<file path="src/rtl/can_filt_pkg.sv">
package can_filt_pkg;
  localparam int BYTE_W    = 8;
  localparam int NUM_BYTES = 4;
  localparam int STD_BYTES = 2;

  // One byte passes when every bit either matches or is masked out
  function automatic logic byte_hit(input logic [BYTE_W-1:0] rx,
                                    input logic [BYTE_W-1:0] acc,
                                    input logic [BYTE_W-1:0] msk);
    return &((~(rx ^ acc)) | msk);
  endfunction

  // Byte k takes part in the match for this identifier format
  function automatic logic byte_used(input int k, input logic ide, input int std_n);
    return ide || (k < std_n);
  endfunction
endpackage

</file>
<file path="src/rtl/can_filt_regs.sv">
module can_filt_regs #(
  parameter int BYTE_W    = can_filt_pkg::BYTE_W,
  parameter int NUM_BYTES = can_filt_pkg::NUM_BYTES,
  localparam int AW       = $clog2(2 * NUM_BYTES)
) (
  input  logic                        clk,
  input  logic                        rst_n,
  input  logic                        wr_ok,
  input  logic [AW-1:0]               addr,
  input  logic [BYTE_W-1:0]           wdata,
  output logic [BYTE_W-1:0]           rdata,
  output logic [NUM_BYTES*BYTE_W-1:0] acc_flat,
  output logic [NUM_BYTES*BYTE_W-1:0] msk_flat
);
  logic [AW-2:0] idx;
  logic          sel_msk;
  logic [BYTE_W-1:0] acc_q [NUM_BYTES];
  logic [BYTE_W-1:0] msk_q [NUM_BYTES];

  assign idx     = addr[AW-2:0];
  assign sel_msk = addr[AW-1];

  for (genvar k = 0; k < NUM_BYTES; k++) begin : g_byte
    always_ff @(posedge clk or negedge rst_n) begin
      if (!rst_n) begin
        acc_q[k] <= '0;
        msk_q[k] <= '0;
      end else if (wr_ok && (int'(idx) == k)) begin
        if (sel_msk) msk_q[k] <= wdata;
        else         acc_q[k] <= wdata;
      end
    end
    assign acc_flat[k*BYTE_W +: BYTE_W] = acc_q[k];
    assign msk_flat[k*BYTE_W +: BYTE_W] = msk_q[k];
  end

  always_comb rdata = sel_msk ? msk_q[idx] : acc_q[idx];
endmodule

</file>
<file path="src/rtl/can_filt_match.sv">
module can_filt_match #(
  parameter int BYTE_W    = can_filt_pkg::BYTE_W,
  parameter int NUM_BYTES = can_filt_pkg::NUM_BYTES,
  parameter int STD_BYTES = can_filt_pkg::STD_BYTES
) (
  input  logic [NUM_BYTES*BYTE_W-1:0] id_flat,
  input  logic                        ide,
  input  logic [NUM_BYTES*BYTE_W-1:0] acc_flat,
  input  logic [NUM_BYTES*BYTE_W-1:0] msk_flat,
  output logic                        hit
);
  logic [NUM_BYTES-1:0] byte_ok;

  for (genvar k = 0; k < NUM_BYTES; k++) begin : g_cmp
    assign byte_ok[k] = !can_filt_pkg::byte_used(k, ide, STD_BYTES) ||
                        can_filt_pkg::byte_hit(id_flat[k*BYTE_W +: BYTE_W],
                                               acc_flat[k*BYTE_W +: BYTE_W],
                                               msk_flat[k*BYTE_W +: BYTE_W]);
  end

  assign hit = &byte_ok;
endmodule

</file>
<file path="src/rtl/can_filt_rxbuf.sv">
module can_filt_rxbuf #(
  parameter int ID_W = can_filt_pkg::NUM_BYTES * can_filt_pkg::BYTE_W
) (
  input  logic            clk,
  input  logic            rst_n,
  input  logic            frm_done,
  input  logic [ID_W-1:0] frm_id,
  input  logic            frm_ide,
  input  logic            hit,
  input  logic            clr_full,
  input  logic            clr_ovr,
  output logic [ID_W-1:0] bg_id,
  output logic            bg_ide,
  output logic [ID_W-1:0] fg_id,
  output logic            fg_ide,
  output logic            full,
  output logic            ovr,
  output logic            accept_evt,
  output logic            reject_evt,
  output logic            load_evt,
  output logic            overrun_evt
);
  logic pend;
  logic busy;

  assign busy        = full && !clr_full;
  assign accept_evt  = pend && hit;
  assign reject_evt  = pend && !hit;
  assign load_evt    = accept_evt && !busy;
  assign overrun_evt = accept_evt && busy;

  always_ff @(posedge clk or negedge rst_n) begin
    if (!rst_n) begin
      bg_id  <= '0;
      bg_ide <= 1'b0;
      pend   <= 1'b0;
    end else begin
      pend <= frm_done;
      if (frm_done) begin
        bg_id  <= frm_id;
        bg_ide <= frm_ide;
      end
    end
  end

  always_ff @(posedge clk or negedge rst_n) begin
    if (!rst_n) begin
      fg_id  <= '0;
      fg_ide <= 1'b0;
      full   <= 1'b0;
      ovr    <= 1'b0;
    end else begin
      if (clr_full) full <= 1'b0;
      if (load_evt) begin
        fg_id  <= bg_id;
        fg_ide <= bg_ide;
        full   <= 1'b1;
      end
      if (clr_ovr)     ovr <= 1'b0;
      if (overrun_evt) ovr <= 1'b1;
    end
  end
endmodule

</file>
<file path="src/rtl/can_id_filter.sv">
module can_id_filter #(
  parameter int BYTE_W    = can_filt_pkg::BYTE_W,
  parameter int NUM_BYTES = can_filt_pkg::NUM_BYTES,
  parameter int STD_BYTES = can_filt_pkg::STD_BYTES,
  localparam int ID_W     = NUM_BYTES * BYTE_W,
  localparam int AW       = $clog2(2 * NUM_BYTES)
) (
  input  logic              clk,
  input  logic              rst_n,
  input  logic              init_req,
  input  logic              init_ack,
  input  logic              cfg_we,
  input  logic [AW-1:0]     cfg_addr,
  input  logic [BYTE_W-1:0] cfg_wdata,
  output logic [BYTE_W-1:0] cfg_rdata,
  input  logic              frm_done,
  input  logic [ID_W-1:0]   frm_id,
  input  logic              frm_ide,
  output logic [ID_W-1:0]   bg_id,
  output logic              bg_ide,
  output logic [ID_W-1:0]   rx_id,
  output logic              rx_ide,
  output logic              rx_full,
  output logic              rx_ovr,
  input  logic              rx_clr_full,
  input  logic              rx_clr_ovr
);
  logic            wr_ok;
  logic [ID_W-1:0] acc_flat;
  logic [ID_W-1:0] msk_flat;
  logic            hit;
  logic            accept_evt;
  logic            reject_evt;
  logic            load_evt;
  logic            overrun_evt;

  assign wr_ok = cfg_we && init_req && init_ack;

  can_filt_regs #(.BYTE_W(BYTE_W), .NUM_BYTES(NUM_BYTES)) regs_i (
    .clk(clk), .rst_n(rst_n), .wr_ok(wr_ok), .addr(cfg_addr),
    .wdata(cfg_wdata), .rdata(cfg_rdata),
    .acc_flat(acc_flat), .msk_flat(msk_flat)
  );

  can_filt_match #(.BYTE_W(BYTE_W), .NUM_BYTES(NUM_BYTES), .STD_BYTES(STD_BYTES)) match_i (
    .id_flat(bg_id), .ide(bg_ide), .acc_flat(acc_flat), .msk_flat(msk_flat), .hit(hit)
  );

  can_filt_rxbuf #(.ID_W(ID_W)) rxbuf_i (
    .clk(clk), .rst_n(rst_n), .frm_done(frm_done), .frm_id(frm_id), .frm_ide(frm_ide),
    .hit(hit), .clr_full(rx_clr_full), .clr_ovr(rx_clr_ovr),
    .bg_id(bg_id), .bg_ide(bg_ide), .fg_id(rx_id), .fg_ide(rx_ide),
    .full(rx_full), .ovr(rx_ovr),
    .accept_evt(accept_evt), .reject_evt(reject_evt),
    .load_evt(load_evt), .overrun_evt(overrun_evt)
  );
endmodule

</file>
<file path="config.mk">
export PLATFORM = sky130hd
export DESIGN_NAME = can_id_filter
export DESIGN_NICKNAME = d
export VERILOG_FILES = /design/src/rtl/can_filt_pkg.sv /design/src/rtl/can_filt_regs.sv /design/src/rtl/can_filt_match.sv /design/src/rtl/can_filt_rxbuf.sv /design/src/rtl/can_id_filter.sv
export SDC_FILE = /design/constraint.sdc
export NUM_CORES = 1
export LEC_CHECK = 0
export BUFFER_PORTS_ARGS = -buffer_cell sky130_fd_sc_hd__buf_4
export CELL_PAD_IN_SITES_DETAIL_PLACEMENT = 0
export CELL_PAD_IN_SITES_GLOBAL_PLACEMENT = 2
export CORE_MARGIN = 2
export CORE_UTILIZATION = 38
export DETAILED_ROUTE_END_ITERATION = 12
export PLACE_DENSITY = 0.79
export SETUP_SLACK_MARGIN = 0.15
export SLEW_MARGIN = 20
export SYNTH_ARGS = -nofsm -noshare
export SYNTH_HDL_FRONTEND = slang
export SYNTH_SLANG_ARGS = --single-unit
</file>
<file path="constraint.sdc">
create_clock -name clk -period 2.45 [get_ports clk]
set_input_delay 0.245 -clock clk [delete_from_list [all_inputs] [get_ports clk]]
set_output_delay 0.245 -clock clk [all_outputs]
set_load 0.03 [all_outputs]
</file>
Word-level counts from Yosys, hierarchy flattened
Cells that the tools add are included.
{"block": "op_classes", "n_reduce_logical": 29, "order_cmp": 1, "eq_ne": 3, "muxes": 11, "bitwise": 14}
{"op": "$mux 8", "count": 5}
{"op": "$bmux 8 s2", "count": 2}
{"op": "$not 8->8", "count": 4}
{"op": "$or 8x8->8", "count": 4}
{"op": "$xor 8x8->8", "count": 4}
{"op": "$reduce_and 18->1", "count": 1}
{"op": "$reduce_and 2->1", "count": 8}
{"op": "$reduce_and 8->1", "count": 2}
{"op": "$logic_and 1x1->1", "count": 10}
{"op": "$eq 2x2->1 const B", "count": 2}
{"op": "$mux 1", "count": 4}
{"op": "$reduce_bool 2->1", "count": 2}
{"op": "$ge 3x3->1 const B", "count": 1}
{"op": "$logic_not 1->1", "count": 3}
{"op": "$not 2->3", "count": 1}
{"op": "$eq 2x1->1 const B", "count": 1}
{"op": "$logic_not 2->1", "count": 1}
{"op": "$logic_or 1x1->1", "count": 2}
{"op": "$not 1->1", "count": 1}
{"block": "totals", "out_inout_bits": 76, "word_cells": 73, "reg_bits": 133}

Depth between registers and ports, before layout
Gate-level depths: netlist of run 1.
{"block": "depth", "ltp_word": 9, "depth_mapped": 7, "ltp_nobuf": 6}

Hierarchy
Synthesis of run 1 repeated with hierarchy kept, for this count alone.
{"block": "unflattened", "cells_unflattened": 416, "hier_area_um2": 6189.7}
{"module": "can_filt_regs", "seq_area_each_um2": 1601.5, "cells_per_inst": 208, "n_inst": 1, "area_per_inst_um2": 3035.4}
{"module": "can_filt_rxbuf", "seq_area_each_um2": 1726.7, "cells_per_inst": 152, "n_inst": 1, "area_per_inst_um2": 2730.1}
{"module": "can_filt_match", "seq_area_each_um2": 0.0, "cells_per_inst": 55, "n_inst": 1, "area_per_inst_um2": 417.9}
{"module": "can_id_filter", "seq_area_each_um2": 0.0, "cells_per_inst": 1, "n_inst": 1, "area_per_inst_um2": 6.3}

Worst setup path after synthesis of run 1
OpenSTA, ideal clock, no wires.
{"block": "synth_timing", "path_type": "reg2reg", "startpoint": "register rxbuf_i.bg_id[0]", "endpoint": "register rxbuf_i.fg_id[10]", "setup_time_ns": 0.125, "path_buffers": 1, "arrival_time_ns": 2.026, "stages_incl_launch_ff": 8, "setup_slack_ns": 0.299, "required_ns": 2.325, "path_cell_list": "dfrtp_1 > xnor2_1 > o22ai_1 > nor4_1 > o2111ai_1 > nor3_4 > buf_6 > mux2_4"}
{"block": "synth_via", "elab_chain_len": 6}
{"element": "from (decl)", "line_no": "can_filt_rxbuf.sv:12", "text": "output logic [ID_W-1:0] bg_id,"}
{"element": "from (signal assigned)", "line_no": "can_filt_rxbuf.sv:40", "text": "bg_id <= frm_id;"}
{"element": "$xor 8x8->8", "line_no": "can_filt_pkg.sv:10", "text": "return &((~(rx ^ acc)) | msk);"}
{"element": "$not 8->8", "line_no": "can_filt_pkg.sv:10"}
{"element": "$or 8x8->8", "line_no": "can_filt_pkg.sv:10"}
{"element": "$reduce_and 18->1", "line_no": "can_filt_match.sv:21", "text": "assign hit = &byte_ok;"}
{"element": "$logic_and 1x1->1", "line_no": "can_filt_rxbuf.sv:27", "text": "assign accept_evt = pend && hit;"}
{"element": "$logic_and 1x1->1", "line_no": "can_filt_rxbuf.sv:29", "text": "assign load_evt = accept_evt && !busy;"}
{"element": "to (signal assigned)", "line_no": "can_filt_rxbuf.sv:55", "text": "fg_id <= bg_id;"}
{"element": "to (decl)", "line_no": "can_filt_rxbuf.sv:14", "text": "output logic [ID_W-1:0] fg_id,"}
No other way between the ends.
A chain may end at the register's enable or synchronous reset.

Worst setup path after layout of run 1
{"block": "layout_timing", "startpoint": "register rxbuf_i.bg_id[11]", "endpoint": "register rxbuf_i.fg_id[18]"}
The elaborated chain is that of the path after synthesis.

==> results of run 1 <==
[worst min path at each step]
stage                     startpoint                  to  cells past startpoint
after CTS                 frm_id[19]   rxbuf_i.bg_id[19]                      2
final                     frm_id[19]   rxbuf_i.bg_id[19]                      2
after global placement         rst_n   rxbuf_i.fg_id[22]                      1
after global routing      frm_id[11]   rxbuf_i.bg_id[11]                      2
after detailed placement       rst_n   rxbuf_i.fg_id[14]                      1
after floorplan                rst_n  regs_i.acc_flat[0]                      0
[cells in the mapped netlist (all sizes together)]
| master | number | area share, % |
|---|---|---|
| a21boi | 1 | 0.13 |
| a22o | 1 | 0.15 |
| buf | 7 | 0.88 |
| clkbuf | 7 | 0.44 |
| dfrtp | 133 | 56 |
| inv | 1 | 0.063 |
| mux2 | 138 | 28 |
| mux4 | 16 | 6.1 |
| nand2 | 1 | 0.063 |
| nand2b | 2 | 0.21 |
| nand4 | 1 | 0.10 |
| nand4b | 1 | 0.15 |
| nor2 | 7 | 0.44 |
| nor2b | 1 | 0.10 |
| nor3 | 2 | 0.36 |
| nor4 | 3 | 0.31 |
| o2111ai | 1 | 0.15 |
| o21ai | 1 | 0.084 |
| o22a | 1 | 0.17 |
| o22ai | 14 | 1.5 |
| or2 | 1 | 0.10 |
| or3 | 2 | 0.21 |
| xnor2 | 32 | 4.7 |
[per-layer routing]
metal  global-route usage, %  share of wire, %
met1                   26.35                46
met2                   28.39                47
met3                   5.078               5.5
met4                   6.138               1.3
met5                       0                 0
[through the flow]
stage,util (%),instances,area (um^2),worst slack (ns)
floorplan,-,374,5972,0.2986
global placement,47.38,710,7229,0.01746
detailed placement,47.38,710,7229,0.01875
CTS,51.22,740,7815,0.1514
global route,52.09,747,7948,0.07953
finish,52.09,747,7948,0.1553
[critical path, delay by kind of cell (launching register included)]
kind / cells / cell delay (ns)
AND/OR/NAND/NOR: 2 / 0.53
flip-flops: 1 / 0.42
AO/OA/AOI/OAI: 2 / 0.34
buffers and inverters: 2 / 0.33
multiplexers: 1 / 0.29
XOR/XNOR: 1 / 0.24
[registers in the layout, summed over array words and instances (netlist names)]
register         count
regs_i.acc_flat     32
rxbuf_i.pend         1
rxbuf_i.fg_id       32
rxbuf_i.full         1
rxbuf_i.fg_ide       1
regs_i.msk_flat     32
rxbuf_i.ovr          1
rxbuf_i.bg_id       32
rxbuf_i.bg_ide       1
[where the power goes]
group / switching [mW] / total (mW) / internal (mW)
logic: 0.561 / 1.23 / 0.665
registers: 0.295 / 2.77 / 2.47
clock network: 0.883 / 2.44 / 1.55
[area by class of cell]
class | instances | area share, %
Clock buffer | 24 | 6.061
Clock inverter | 5 | 0.9446
Inverter | 1 | 0.04723
Multi-Input combinational cell | 226 | 32.76
Sequential cell | 133 | 41.89
Tap cell | 211 | 3.322
Timing Repair Buffer | 147 | 14.97
[what timing repair did]
action                                 4_1_cts  5_1_grt
hold buffers                                 1        0
resized for setup                            4        6
pin swaps                                    0        7
setup endpoints to repair                   33       33
endpoints found under the hold margin       52        0
buffers inserted                             0        4
cloned                                       0        3
[cell families after synthesis]
kind of cell / share of synthesized area [%]
xor gates and xnor gates: 4.693
DFF: 55.73
AOI/OAI and AO/OA: 2.137
and+or+nand+nor: 2.053
muxes: 34.00
buffers and inverters: 1.383
==> results.ini, run 1 <==
[outcome]
status=complete, no violations

[setup_path]
setup.worst_path.start=rxbuf_i.bg_id[11]
start_kind=flop
path_cells=xnor2_1, o22ai_1, nor3_2, o2111ai_2, nor3_4, buf_12, clkbuf_16, mux2_4
slowest_delay_ns=0.42
reg2reg_slack_ns=0.16
regToRegEndpoint=rxbuf_i.fg_id[18]
crit_required_ns=2.76
crit_end=rxbuf_i.fg_id[18]
worst_r2r_path_depth=8
crit_path_top_delay_cell=dfrtp_1
cp-end-kind=flop
crit_type=flop to flop
arrival_ns=2.60
crit_path_max_fanout=6
r2r-start=rxbuf_i.bg_id[11]

[yosys]
syn-num-nets=426
ys_seq_area_share_pct=55.73
syn_inst=374
avgSynthCellArea_um2=15.97
yosysUniqueCellTypes=28
ys_seq_elements=133
yosys_warnings=0
syn-cell-area_um2=5972

[power_and_ir_drop]
worst_ir_drop_vdd_mv=0.5124
p_total_mw=6.427
p_per_area_nw_per_um2=808.7
power.leakage_nw=3.646

[finish]
fillers=1335
area_growth_pct=33.08
n_antenna_cell=0
multi_input_area_um2=2604
regArea_um2=3329
drive_gt1_share_pct=62.31
layout_common_cells=buf_4 (138), dfrtp_1 (132), mux2_2 (106), mux2_4 (32), xnor2_1 (31)
nNetsFinal=578
final_common_cell=buf_4

[cts]
cts.sinks=133
htreeDepth=4
cts_max_path_buffers=2
cts_inserted_buffers=17
worstSkewPairLatency_ns=0.43
cts_tree=built
clkTransAtPathRegs_ns=0.06
cts_root_buf=clkbuf_16

[sta]
timing.final.crit_share_pct=93.66
maxSlewViolCount=0
relSlewSlack_pct=65.57
final-hold-violation-count=0
fmax_mhz=435.8
setup_tns_ns=0
hold_ws_ns=0.05210
period_needed_ns=2.295
rsz0062_at_grt=true
setup_viol=0
worst_pin_slew_ns=0.5164
skew_ns=0.01015

[global_route]
grt_pass1_vias=3876
antenna_found_initial=0
grt_overflow=0
grt_usage_pct=18.76
grt_pass1_wl_um=23030
grt_max_degree=60

[die]
die_w_um=129.4
fp.coreArea_um2=15260
ios=128
fp.dieArea_um2=16730
die_h_um=129.4
start_util_pct=39.14
rows=45

[job]
drv_cap=0

[detailed_routing]
first_iter_violations=192
vias=3758
wl_per_cell_um=20.13
dr.pass1.iters=4
wirelength_um=15040
antenna_left=0
drc_errors=0
vias_per_cell=5.031

[placed_design]
port_buffers=127
place_congestion=0.8533
hpwl_um=10520

[min_path]
hold_class=input pin to flop

Power figures use the tool's default switching activity.
==> run 2, diff against run 1 <==
- ABC_AREA: default -> 1
- CORE_UTILIZATION: 38 -> 32
==> run 2 against run 1 <==
Synthesized cell count up 94%. First-iteration DRC count up 94%. Highest routed layer unchanged. Die area up 21%. Sequential power down 1%. Cell area up 0.44%. Clock power up 8.2%. Largest power group unchanged. Critical endpoint is now cfg_rdata[4]. Wire length up 33%.
==> results.ini, run 2 <==
[power_and_ir_drop]
worst_ir_drop_vdd_mv=0.4454  ; -13%
power.leakage_nw=4.066  ; +12%
p_per_area_nw_per_um2=817.6  ; +1.1%

[yosys]
synth-edff-count=0  ; unchanged
async_flop_share_pct=100.0  ; unchanged
ys_seq_elements=133  ; unchanged
ys_seq_area_share_pct=54.39  ; -1.3 points
syn-num-nets=778  ; +83%
ys_top_cells_by_count=nand2_1 (256), dfrtp_1 (133), o21ai_0 (88)
yosys_warnings=0  ; unchanged
avgSynthCellArea_um2=8.429  ; -47%
synth_most_common_cell=nand2_1
yosysTopAreaCellShare_pct=54.39  ; -1.3 points
syn_inst=726  ; +94%
ys.flop_type=dfrtp_1
yosys.area.top_type=dfrtp_1
synthTopCellsByArea=dfrtp_1 (54%), nand2_1 (16%), o21ai_0 (7.2%), inv_1 (3.5%), nand4_1 (3.4%)
yosysUniqueCellTypes=32  ; +14%
syn-cell-area_um2=6120  ; +2.5%

[finish]
layout_common_cells=nand2_1 (256), buf_4 (145), dfrtp_1 (133), o21ai_0 (88), inv_1 (57)
final_common_cell=nand2_1
drive_gt1_share_pct=23.94  ; -38 points
fin_cells=1108  ; +48%
fillers=1896  ; +42%
regArea_um2=3328  ; about the same
area_growth_pct=30.44
multi_input_area_um2=2387  ; -8.3%
fin_area_um2=7983  ; +0.44%
nNetsFinal=913  ; +58%

[cts]
cts_root_buf=clkbuf_16
cts_tree=built
cts_inserted_buffers=17  ; unchanged
cts_max_path_buffers=2  ; unchanged
cts.sinks=133  ; unchanged
worstSkewPairLatency_ns=0.42  ; about the same
htreeDepth=4  ; unchanged
postCtsSetupBuffers=0  ; unchanged
postCtsResizedCells=0  ; -4
clkTransAtPathRegs_ns=0.06  ; about the same

[placed_design]
place_congestion=0.8403  ; -1.5%
dp_cells=1075  ; +51%
placed_cell_area_um2=7365  ; +1.9%
hpwl_um=14830  ; +41%
port_buffers=127  ; unchanged

[sta]
setup_tns_ns=0  ; unchanged
worst_pin_slew_ns=0.7708  ; +0.2544 ns
relSlewSlack_pct=48.49  ; -17 points
final-hold-violation-count=0  ; unchanged
rsz0062_at_grt=true
skew_ns=0.008768  ; -0.001383 ns
fmax_mhz=475.0  ; +9.0%
period_needed_ns=2.105  ; -0.1894 ns
maxSlewViolCount=0  ; unchanged
timing.final.crit_share_pct=85.93  ; -7.7 points
setup_viol=0  ; unchanged

[global_route]
grt_pass1_wl_um=30620  ; +33%
grt-busiest-layer=met2
grt_overflow=0  ; unchanged
grt_usage_pct=20.22  ; +1.5 points
met3_usage_pct=4.408  ; -0.67 points
grtUsageMet1_pct=29.22  ; +2.9 points
antenna_found_initial=0  ; unchanged
grt_max_degree=50  ; -17%
grt_pass1_vias=5253  ; +36%
grtUsageMet2_pct=30.99  ; +2.6 points

[die]
fp.coreArea_um2=18710  ; +23%
ios=128  ; unchanged
die_w_um=142.3  ; +10%
start_util_pct=32.72  ; -6.4 points
die_h_um=142.3  ; +10%
fp.dieArea_um2=20250  ; +21%
rows=50  ; +11%

[detailed_routing]
wirelength_um=20050  ; +33%
vias=5490  ; +46%
vias_per_cell=4.955  ; -1.5%
antenna_left=0  ; unchanged
first_iter_violations=373  ; +94%
wl_per_cell_um=18.10  ; -10%
dr.pass1.iters=5  ; +1
drc_errors=0  ; unchanged

[setup_path]
arrival_ns=1.86  ; -0.74 ns
crit_path_max_fanout=13  ; +7
reg2reg_slack_ns=0.36  ; +0.20 ns
cp-end-kind=output port
crit_type=input pin to output port
start_kind=input pin
crit_required_ns=2.20  ; -0.56 ns

[job]
drv_cap=0  ; unchanged

[outcome]
status=complete, no violations

[min_path]
hold_class=input pin to flop

## run 2: changes by cell type in the layout (fill, tap and decap cells not counted), sizes merged, moves of 6 or more
| cell | change |
|---|---|
| inv | +66 |
| a21oi | +6 |
| mux2 | -120 |
| mux4 | -16 |
| clkbuf | -7 |
| nand3 | +20 |
| o22ai | -7 |
| nor2 | +33 |
| o21ai | +88 |
| xnor2 | -30 |
| nand4 | +32 |
| a221oi | +7 |
| nand2 | +256 |
## run 2: path summary, 6_finish.rpt
path	cells past startpoint	start	endpoint
hold reg to reg	2	rxbuf_i.fg_id[21]	rxbuf_i.fg_id[21]
setup reg to reg	11	rxbuf_i.bg_id[16]	rxbuf_i.fg_id[6]
setup / recovery	6	cfg_addr[0]	cfg_rdata[4]
hold / removal	3	frm_id[5]	rxbuf_i.bg_id[5]
max in group asynchronous	3	rst_n	rxbuf_i.bg_id[29]
min in group asynchronous	2	rst_n	rxbuf_i.bg_id[7]
## run 2: through the flow
| step | worst slack, ns | power, mW | util [%] | hold slack [ns] |
|---|---|---|---|---|
| 5_1_grt | 0.1403 | 6.828 | 42.66 | 0.02674 |
| 3_3_place_gp | 0.4022 | 3.914 | 39.37 | 0.2995 |
| 3_5_place_dp | 0.3859 | 3.928 | 39.37 | 0.3005 |
| 2_1_floorplan | 0.5973 | 3.376 | - | -0.05059 |
| 6_report | 0.3447 | 6.527 | 42.68 | 0.03724 |
| 4_1_cts | 0.3604 | 6.578 | 42.66 | 0.02281 |
## run 2: layer usage
layer	routed length, um	vias up	part of all wire (%)
met1	9749	2649	49
met2	8926	175	45
met5	0	-	0
li1	-	2654	-
met3	1181	12	5.9
met4	192	0	0.96
## run 2: cell families (layout without fill, tap and decap cells)
| logic type | Yosys count | in the layout | share of synthesized area (%) |
|---|---|---|---|
| AOI/OAI and AO/OA | 118 | 118 | 10.73 |
| xor gates and xnor gates | 2 | 2 | 0.2863 |
| buffers and inverters | 97 | 244 | 6.604 |
| DFF | 133 | 133 | 54.39 |
| muxes | 18 | 18 | 3.312 |
| other | 0 | 1 | 0 |
| and+or+nand+nor | 358 | 358 | 24.68 |
## run 2: worst max-delay path: stages
cell	delay (ns)
buf_4	0.10
nand2_1	0.36
o22ai_1	0.38
a221oi_1	0.09
o21ai_0	0.43
buf_4	0.25
## run 2: where the power goes
group	switching (mW)	internal, mW
combinational	0.703	0.451
sequential	0.283	2.45
clock	0.990	1.65
total	1.98	4.55
## run 2: area by class of cell
type / instances / area share, %
Inverter: 66 / 3.103
Antenna cell: 1 / 0.03135
Tap cell: 234 / 3.668
Multi-Input combinational cell: 496 / 29.91
Clock buffer: 19 / 5.674
Clock inverter: 12 / 1.912
Timing Repair Buffer: 147 / 14.01
Sequential cell: 133 / 41.69
## run 2: timing repair
action / CTS / global route
endpoints found under the setup margin: 0 / 4
hold buffers: 1 / 0
endpoints found under the hold margin: 40 / 0
==> run 3, diff against run 2 <==
- CORE_UTILIZATION: 32 -> 35
- PLACE_DENSITY: 0.79 -> 0.86
- clock period: 2.45 -> 2.5 ns (I/O delays scaled with it)
==> run 3 against run 2 <==
Power decreased by 0.61%. Non-clock buffer count fell by 7. Count of clock-buffer cells in the layout up 4. Wire length decreased by 3.4%. Highest routed layer unchanged. Largest cell class unchanged. Setup slack better by 0.17 ns. Cell area down 0.30%.
==> results.ini, run 3 (synthesis results as in run 2) <==
[outcome]
status=complete, no violations

[detailed_routing]
dr.pass1.iters=5  ; unchanged
drc_errors=0  ; unchanged
first_iter_violations=437  ; +17%
vias_per_cell=4.975  ; +0.41%
wl_per_cell_um=17.73  ; -2.0%
vias=5433  ; -1.0%
wirelength_um=19360  ; -3.4%
antenna_left=0  ; unchanged

[setup_path]
cp-end-kind=output port
worst_r2r_path_depth=10  ; -1
slowest_delay_ns=0.38  ; -0.05 ns
r2r-start=rxbuf_i.bg_id[1]
crit_type=flop to output port
crit_path_max_fanout=2  ; -11
crit_required_ns=2.25  ; +0.05 ns
reg2reg_slack_ns=0.54  ; +0.18 ns
path_cells=inv_1, o22ai_1, a221oi_1, o21ai_0, buf_4
crit_path_top_delay_cell=o21ai_0
regToRegEndpoint=rxbuf_i.fg_id[10]
start_kind=flop
arrival_ns=1.74  ; -0.12 ns
cp_top_family=compound AO/OA/AOI/OAI gates
critPathBufInv=2  ; unchanged

[die]
rows=48  ; -4.0%
die_w_um=136.2  ; -4.3%
ios=128  ; unchanged
start_util_pct=35.63  ; +2.9 points
die_h_um=136.2  ; -4.3%
fp.dieArea_um2=18560  ; -8.3%
fp.coreArea_um2=17180  ; -8.2%

[sta]
maxSlewViolCount=0  ; unchanged
timing.final.crit_share_pct=79.59
setup_tns_ns=0  ; unchanged
worst_pin_slew_ns=0.6414  ; -0.1294 ns
relSlewSlack_pct=57.12  ; +8.6 points
fmax_mhz=502.5
skew_ns=0.007007  ; -0.001762 ns
final-hold-violation-count=0  ; unchanged
setup_viol=0  ; unchanged
rsz0062_at_grt=false
period_needed_ns=1.990

[min_path]
hold_path.startpoint=frm_id[30]
holdPathStages=3  ; unchanged
whs_endpoint=rxbuf_i.bg_id[30]
hold_class=input pin to flop

[placed_design]
place_congestion=0.8155  ; -3.0%
hpwl_um=14250  ; -3.9%
placed_cell_area_um2=7313  ; -0.70%
port_buffers=127  ; unchanged
dp_cells=1059  ; -1.5%

[cts]
cts_root_buf=clkbuf_16
cts_inserted_buffers=17  ; unchanged
postCtsSetupBuffers=0  ; unchanged
cts.sinks=133  ; unchanged
postCtsResizedCells=0  ; unchanged
worstSkewPairLatency_ns=0.42  ; about the same
clkTransAtPathRegs_ns=0.06  ; about the same
htreeDepth=4  ; unchanged
cts_max_path_buffers=2  ; unchanged
cts_tree=built

[finish]
area_growth_pct=30.06
drive_gt1_share_pct=23.18  ; -0.76 points
fin_area_um2=7959  ; -0.30%
fin_util_pct=46.34  ; +3.7 points
final_common_cell=nand2_1
n_antenna_cell=0  ; -1
fillers=1771  ; -6.6%
nNetsFinal=906  ; -0.77%
fin_cells=1092  ; -1.4%
layout_common_cells=nand2_1 (256), buf_4 (137), dfrtp_1 (133), o21ai_0 (88), inv_1 (57)

[global_route]
antenna_found_initial=0  ; unchanged
grt_pass1_vias=5212  ; -0.78%
grt_overflow=0  ; unchanged
grt_pass1_wl_um=30120  ; -1.6%
grt_usage_pct=21.66  ; +1.4 points
grt_max_degree=52  ; +4.0%

[power_and_ir_drop]
p_total_mw=6.487  ; -0.61%
worst_ir_drop_vdd_mv=0.5106  ; +15%
p_per_area_nw_per_um2=815.1  ; -0.31%
power.leakage_nw=4.050  ; -0.40%

[job]
drv_cap=0  ; unchanged

[run 3: cell count changes in the layout (fill, tap and decap cells not counted), sizes merged]
cell    previous run  this run
diode              1         0
clkinv             7         5
clkbuf            19        23
buf              146       139
bufinv             3         4
inv               67        65
[run 3: worst max-delay path by stage]
stage	startpoint	to	slack, ns	depth (start not counted)
global placement	cfg_addr[0]	cfg_rdata[2]	0.55	8
CTS	cfg_addr[0]	cfg_rdata[2]	0.54	8
floorplan	cfg_addr[0]	cfg_rdata[6]	0.64	4
detailed placement	cfg_addr[1]	regs_i.acc_flat[10]	0.54	6
finish	regs_i.msk_flat[29]	cfg_rdata[5]	0.51	5
global route	rxbuf_i.bg_id[1]	rxbuf_i.ovr	0.39	10
[run 3: report_power, final]
| part | internal, mW | switching [mW] |
|---|---|---|
| logic | 0.435 | 0.676 |
| registers | 2.40 | 0.285 |
| clock network | 1.77 | 0.921 |
[run 3: per-layer routing]
layer / routed length, um / track usage [%] / vias to the layer above
met5: 0 / 0 / -
met4: 278 / 6.192 / 0
met3: 975 / 3.878 / 22
met2: 8825 / 32.97 / 173
met1: 9285 / 31.61 / 2593
li1: - / - / 2645
[run 3: stage by stage]
stage               setup slack (ns)  hold slack, ns
global route                  0.3868         0.05197
CTS                           0.5387         0.03734
global placement              0.5534          0.3012
floorplan                     0.6373        -0.04559
finish                        0.5101         0.04135
detailed placement            0.5403          0.3025
[run 3: timing repair]
| action | in CTS | in global routing |
|---|---|---|
| endpoints found under the setup margin | 0 | 0 |
| hold endpoints to repair | 43 | 0 |
| hold buffers | 1 | 0 |
[run 3: layout make-up]
type                    count  area (um^2)  area share, %
well taps                 225        281.5          3.537
clock inverters             9        147.6          1.855
clock buffers              23        488.0          6.131
repair buffers            140         1079          13.55
flip-flops and latches    133         3328          41.82
multi-input cells         496         2387          30.00
inverters                  66        247.7          3.113
[run 3: worst min-delay path: cells and delay by family]
family	cells	cell delay [ns]
buffers and inverters	1	0.08
AO/OA/AOI/OAI	1	0.06
AND/OR/NAND/NOR	1	0.03
